--- src/rtl/par_out_pkg.sv ---
package par_out_pkg;

    typedef enum logic [2:0] {
        ST_OFF    = 3'd0,
        ST_IDLE   = 3'd1,
        ST_SELECT = 3'd2,
        ST_WRITE  = 3'd3,
        ST_DIRECT = 3'd4
    } port_state_t;

endpackage

--- src/rtl/pin_sync.sv ---
module pin_sync #(
    parameter int STAGES = 2
) (
    input  logic clk,
    input  logic rst_n,
    input  logic pin,
    output logic sync
);
    logic [STAGES-1:0] stg;

    always_ff @(posedge clk or negedge rst_n) begin
        if (!rst_n) stg <= '1;
        else        stg <= {stg[STAGES-2:0], pin};
    end

    assign sync = stg[STAGES-1];

endmodule

--- src/rtl/strobe_fsm.sv ---
module strobe_fsm
    import par_out_pkg::*;
#(
    parameter int DIRECT_CYCLES = 8
) (
    input  logic clk,
    input  logic clr_n,
    input  logic cs_s,
    input  logic wr_s,
    input  logic dis_s,
    output logic cap_en,
    output logic commit,
    output logic direct_on
);
    localparam int CNT_W = (DIRECT_CYCLES > 2) ? $clog2(DIRECT_CYCLES) : 1;
    localparam logic [CNT_W-1:0] CNT_LAST = CNT_W'(DIRECT_CYCLES - 1);

    port_state_t state, state_nx;
    logic [CNT_W-1:0] cnt;
    logic cs_d;
    logic both_low;

    assign both_low = !cs_s && !wr_s;

    always_ff @(posedge clk or negedge clr_n) begin
        if (!clr_n) state <= ST_OFF;
        else        state <= state_nx;
    end

    always_ff @(posedge clk or negedge clr_n) begin
        if (!clr_n) begin
            cnt  <= '0;
            cs_d <= 1'b1;
        end else begin
            cs_d <= cs_s;
            if (state == ST_WRITE && both_low) cnt <= cnt + 1'b1;
            else                               cnt <= '0;
        end
    end

    always_comb begin
        state_nx = state;
        if (!dis_s) begin
            state_nx = ST_OFF;
        end else begin
            unique case (state)
                ST_OFF:    state_nx = ST_IDLE;
                ST_IDLE: begin
                    if (!cs_s && !wr_s)     state_nx = ST_WRITE;
                    else if (!cs_s)         state_nx = ST_SELECT;
                end
                ST_SELECT: begin
                    if (cs_s)               state_nx = ST_IDLE;
                    else if (!wr_s)         state_nx = ST_WRITE;
                end
                ST_WRITE: begin
                    if (cs_s)               state_nx = ST_IDLE;
                    else if (wr_s)          state_nx = ST_SELECT;
                    else if (cnt == CNT_LAST) state_nx = ST_DIRECT;
                end
                ST_DIRECT: begin
                    if (cs_s)               state_nx = ST_IDLE;
                    else if (wr_s)          state_nx = ST_SELECT;
                end
                default:                    state_nx = ST_OFF;
            endcase
        end
    end

    always_comb begin
        cap_en    = both_low && dis_s && (state != ST_OFF);
        commit    = cs_s && !cs_d && (state != ST_OFF);
        direct_on = (state == ST_DIRECT);
    end

    AST_DIRECT_NEEDS_STROBES: assert property (@(posedge clk) disable iff (!clr_n)
        (state == ST_DIRECT) |-> $past(!cs_s && !wr_s));

    AST_DIRECT_AFTER_COUNT: assert property (@(posedge clk) disable iff (!clr_n)
        $rose(direct_on) |-> ($past(cnt) == CNT_LAST));

endmodule

--- src/rtl/latch_pair.sv ---
module latch_pair #(
    parameter int WIDTH = 8
) (
    input  logic             clk,
    input  logic             clr_n,
    input  logic             cap_en,
    input  logic             commit,
    input  logic             direct_on,
    input  logic [WIDTH-1:0] data_in,
    output logic [WIDTH-1:0] buf_q
);
    logic [WIDTH-1:0] in_q;

    always_ff @(posedge clk or negedge clr_n) begin
        if (!clr_n)      in_q <= '0;
        else if (cap_en) in_q <= data_in;
    end

    always_ff @(posedge clk or negedge clr_n) begin
        if (!clr_n)         buf_q <= '0;
        else if (direct_on) buf_q <= data_in;
        else if (commit)    buf_q <= in_q;
    end

    AST_LATCH_HOLDS: assert property (@(posedge clk) disable iff (!clr_n)
        !cap_en |=> $stable(in_q));

    AST_BUF_HOLDS: assert property (@(posedge clk) disable iff (!clr_n)
        (!commit && !direct_on) |=> $stable(buf_q));

    AST_COMMIT_COPIES: assert property (@(posedge clk) disable iff (!clr_n)
        (commit && !direct_on) |=> (buf_q == $past(in_q)));

endmodule

--- src/rtl/par_out_port.sv ---
module par_out_port #(
    parameter int WIDTH         = 8,
    parameter int SYNC_STAGES   = 2,
    parameter int DIRECT_CYCLES = 8
) (
    input  logic             clk,
    input  logic             rst_n,
    input  logic             cs_n_pin,
    input  logic             wr_n_pin,
    input  logic             dis_n_pin,
    input  logic [WIDTH-1:0] data_pin,
    output logic [WIDTH-1:0] chan_en
);
    localparam int NPINS = 3;

    logic [NPINS-1:0] raw_pins;
    logic [NPINS-1:0] sync_pins;
    logic             clr_n;
    logic             cap_en, commit, direct_on;
    logic [WIDTH-1:0] buf_q;

    assign raw_pins = {dis_n_pin, wr_n_pin, cs_n_pin};
    assign clr_n    = rst_n & dis_n_pin;

    for (genvar g = 0; g < NPINS; g++) begin : g_sync
        pin_sync #(.STAGES(SYNC_STAGES)) u_sync (
            .clk   (clk),
            .rst_n (rst_n),
            .pin   (raw_pins[g]),
            .sync  (sync_pins[g])
        );
    end

    strobe_fsm #(.DIRECT_CYCLES(DIRECT_CYCLES)) u_fsm (
        .clk       (clk),
        .clr_n     (clr_n),
        .cs_s      (sync_pins[0]),
        .wr_s      (sync_pins[1]),
        .dis_s     (sync_pins[2]),
        .cap_en    (cap_en),
        .commit    (commit),
        .direct_on (direct_on)
    );

    latch_pair #(.WIDTH(WIDTH)) u_latch (
        .clk       (clk),
        .clr_n     (clr_n),
        .cap_en    (cap_en),
        .commit    (commit),
        .direct_on (direct_on),
        .data_in   (data_pin),
        .buf_q     (buf_q)
    );

    always_comb begin
        if (!dis_n_pin)     chan_en = '0;
        else if (direct_on) chan_en = data_pin;
        else                chan_en = buf_q;
    end

    AST_DISABLE_OFF: assert property (@(posedge clk) disable iff (!rst_n)
        !dis_n_pin |-> (chan_en == '0));

    AST_RELEASE_STAYS_OFF: assert property (@(posedge clk) disable iff (!rst_n)
        $rose(dis_n_pin) |-> (chan_en == '0));

endmodule

--- config.mk ---
export PLATFORM = sky130hd
export DESIGN_NAME = par_out_port
export DESIGN_NICKNAME = d
export VERILOG_FILES = /design/src/rtl/par_out_pkg.sv /design/src/rtl/pin_sync.sv /design/src/rtl/strobe_fsm.sv /design/src/rtl/latch_pair.sv /design/src/rtl/par_out_port.sv
export SDC_FILE = /design/constraint.sdc
export NUM_CORES = 1
export LEC_CHECK = 0
export ABC_AREA = 1
export BUFFER_PORTS_ARGS = -buffer_cell sky130_fd_sc_hd__buf_4
export CELL_PAD_IN_SITES_DETAIL_PLACEMENT = 1
export CELL_PAD_IN_SITES_GLOBAL_PLACEMENT = 2
export CORE_MARGIN = 3
export CORE_UTILIZATION = 36
export CTS_CLUSTER_SIZE = 12
export DETAILED_ROUTE_END_ITERATION = 6
export HOLD_SLACK_MARGIN = 0.03
export MAX_ROUTING_LAYER = met4
export PLACE_DENSITY_LB_ADDON = 0.1
export SLEW_MARGIN = 5
export SYNTH_ARGS = -nofsm -noshare
export SYNTH_HDL_FRONTEND = slang
export SYNTH_SLANG_ARGS = --single-unit
export TNS_END_PERCENT = 20
--- constraint.sdc ---
create_clock -name clk -period 3.9 [get_ports clk]
set_input_delay 0.975 -clock clk [delete_from_list [all_inputs] [get_ports clk]]
set_output_delay 0.975 -clock clk [all_outputs]
set_load 0.005 [all_outputs]
==> impl_results.md <==
* Worst r2r path cells at 5
* Synthesized netlist cell count at 182
* Largest net degree at the start of global routing at 24
* Share of the synthesized area in the top cell type at 0.367
* Antenna Violating Nets Remaining at 0
* Power density over cell area at 555 nW/µm²
* FP Rows at 22
* Reg2reg end: u_latch.in_q[4]
* Syn_nets at 197
* Dpl hpwl at 2540 µm
* Final setup viols at 0
* Die Height at 70.6 µm
* Ys Warns at 0
* Critical path capture point type: output pin
* CTS tree: done
* Peak supply drop at 0.217 mV
* Initial Utilization at 0.392
* Core footprint at 3830 µm²
* GR Overflow Total at 0
* Synth top area cells: dfrtp_1 (37%), dfstp_2 (12%), nand2_1 (12%)
* Critical Path AT at 1.87 ns
* Nets at 218
* GPL Wtd Cong at 0.795
* Post-synthesis register bit count at 29
* Netlist Area Pre-Place at 1500 µm²
* Cts repair resizes at 0
* Final design utilization at 0.457
* Initial antenna violation count at 0
* Status: complete, no violations
* RSZ-0062 raised after global routing: false
* # hold bufs at CTS at 0
* Fin Hold WS at 0.356 ns
* Die width at 70.6 µm
* I/O pin count at 21
* CTS HTree Levels at 2
* Die area at 4980 µm²
* CTS clk-pin slew, worst paths at 0.06 ns
* Layout Skew at 0.0101 ns
* Worst R2R Start: u_fsm.state[0]
* Total CTS buffers at 5
* Max_slew headroom at 0.381
* Share of cells above drive strength 1 at 0.225
* Final setup margin at 1.06 ns
* Port buffer count at 20
* GRT Util Overall at 0.157
* Antenna diodes at 0
* Vias in the first global route at 1301
* Worst-margin pin slew at 0.927 ns
* Final wirelength at 3420 µm
* Top fanout value on the critical path at 19
* Total setup buffers inserted after CTS at 0
* Register area share after synthesis at 0.490
* Min-Delay Path Class: flip-flop to flip-flop
* Hold path cells at 0
* Library cells used by synthesis at 23
* Post-route minimum period at 2.84 ns
* Pre-CTS setup slack at 1.35 ns
* Clock Latency Late Sink at 0.28 ns
* Drt wl/cell at 13.6 µm
* # DRC at 0
* Clk sinks at 29
* Max Fclk at 0.352 GHz
* Critical Setup Path Class: flip-flop to output pin
* Crit path launch type: flip-flop
* Wire length of the first global-routing pass at 6020 µm
* Vias per Instance at 4.81
* Post-route clock period utilization at 0.729
* Iteration-0 DRC Markers at 64
* Hold Path Origin: g_sync[2].u_sync.stg[0]
* Worst hold endpoint: g_sync[2].u_sync.stg[1]
* Pwr Total at 0.970 mW
* Slew Limit Fails at 0
* Mean Syn Cell Area at 8.24 µm²
* Drt first pass iters at 4
* Slack of the worst reg-to-reg path at 2.36 ns
* Vias at 1213
* Synth area leader: dfrtp_1
* Setup TNS at 0 ns
* Pleak at 0.920 nW
* Fin. Hold Viols at 0
* Max-cap check violation count at 0
* Clock Root Buffer: clkbuf_8
* CTS Buffer Depth at 2
* Required @ worst endpoint at 2.92 ns
* Layout area overhead at 16.4%
worst max-delay path, cell delays in order (launching register included):
cell and delay [ns]:
dfrtp_1 0.53, nor2_8 0.21, nand2_4 0.15, inv_1 0.26, nand2_1 0.12, a21oi_1 0.18
buf_4 0.14
worst max-delay path by stage:
| stage | start | end | cells after the start |
|---|---|---|---|
| 4_1_cts | u_fsm.state[0] | chan_en[3] | 6 |
| 3_5_place_dp | dis_n_pin | chan_en[1] | 4 |
| 2_1_floorplan | dis_n_pin | chan_en[0] | 2 |
| 5_1_grt | u_fsm.state[1] | chan_en[3] | 6 |
| 3_3_place_gp | dis_n_pin | chan_en[1] | 4 |
| 6_report | u_fsm.state[0] | chan_en[3] | 6 |
sequential cells by signal, indices dropped and copies added, names as in the netlist:
signal / flops
g_sync.u_sync.stg: 6
u_fsm.cnt: 3
u_fsm.cs_d: 1
u_fsm.state: 3
u_latch.buf_q: 8
u_latch.in_q: 8
layout by cell type, fill, tap and decap left out:
cell / synthesis / routed
dfstp_2: 7 / 7
buf_4: 2 / 20
nor2_1: 19 / 19
dfrtp_1: 22 / 22
clkbuf_8: 0 / 6
nor2_4: 2 / 2
clkbuf_1: 0 / 2
o21ai_1: 3 / 3
o21ai_4: 1 / 1
nand4_1: 2 / 2
inv_4: 1 / 1
o211ai_2: 1 / 1
a21oi_1: 11 / 11
inv_2: 1 / 1
o211ai_1: 2 / 2
inv_1: 21 / 21
nand2_1: 48 / 48
o21ai_2: 2 / 2
nand2_2: 3 / 3
ha_1: 2 / 2
nand2_4: 1 / 1
nor2_8: 1 / 1
nand3_1: 26 / 26
cell usage after synthesis:
| cell type | n |
|---|---|
| o21ai_2 | 2 |
| o211ai_1 | 2 |
| buf_6 | 3 |
| inv_2 | 1 |
| buf_2 | 1 |
| dfstp_2 | 7 |
| nand2_2 | 3 |
| nand2_1 | 48 |
| a21oi_1 | 11 |
| o21ai_4 | 1 |
| nor2_1 | 19 |
| nor2_8 | 1 |
| o21ai_1 | 3 |
| nand4_1 | 2 |
| nand2_4 | 1 |
| buf_4 | 2 |
| dfrtp_1 | 22 |
| inv_4 | 1 |
| inv_1 | 21 |
| nor2_4 | 2 |
| ha_1 | 2 |
| o211ai_2 | 1 |
| nand3_1 | 26 |
cells by family (layout without fill, tap and decap cells):
group / Yosys count / in the layout / share of synthesized area
and+or+nand+nor: 102 / 102 / 0.311
DFF: 29 / 29 / 0.490
buffers and inverters: 29 / 51 / 0.0951
AOI/OAI and AO/OA: 20 / 20 / 0.0876
adders and majority gates: 2 / 2 / 0.0167
layer usage:
| layer | wire (µm) | GRT usage |
|---|---|---|
| met1 | 1660 | 0.200 |
| met2 | 1600 | 0.243 |
| met3 | 104 | 0.0341 |
| met4 | 58 | 0.0626 |
| met5 | 0 | - |
cell type report:
cell class                      instances  area, µm²
Inverter                               23       88.8
Timing Repair Buffer                   20        150
Clock buffer                            8       90.1
Sequential cell                        29        734
Tap cell                               48       60.1
Multi-Input combinational cell        124        623
Fill cell                             476       2080
metrics by stage:
stage	cells	instance area [µm²]
5_1_grt	252	1750
4_1_cts	252	1750
3_5_place_dp	244	1660
3_3_place_gp	244	1660
6_report	252	1750
2_1_floorplan	182	1500
where the power goes:
group          internal [mW]  switching (mW)
clock                  0.144           0.113
sequential             0.391          0.0605
combinational          0.122           0.140
(Power assumes the default switching activity.)
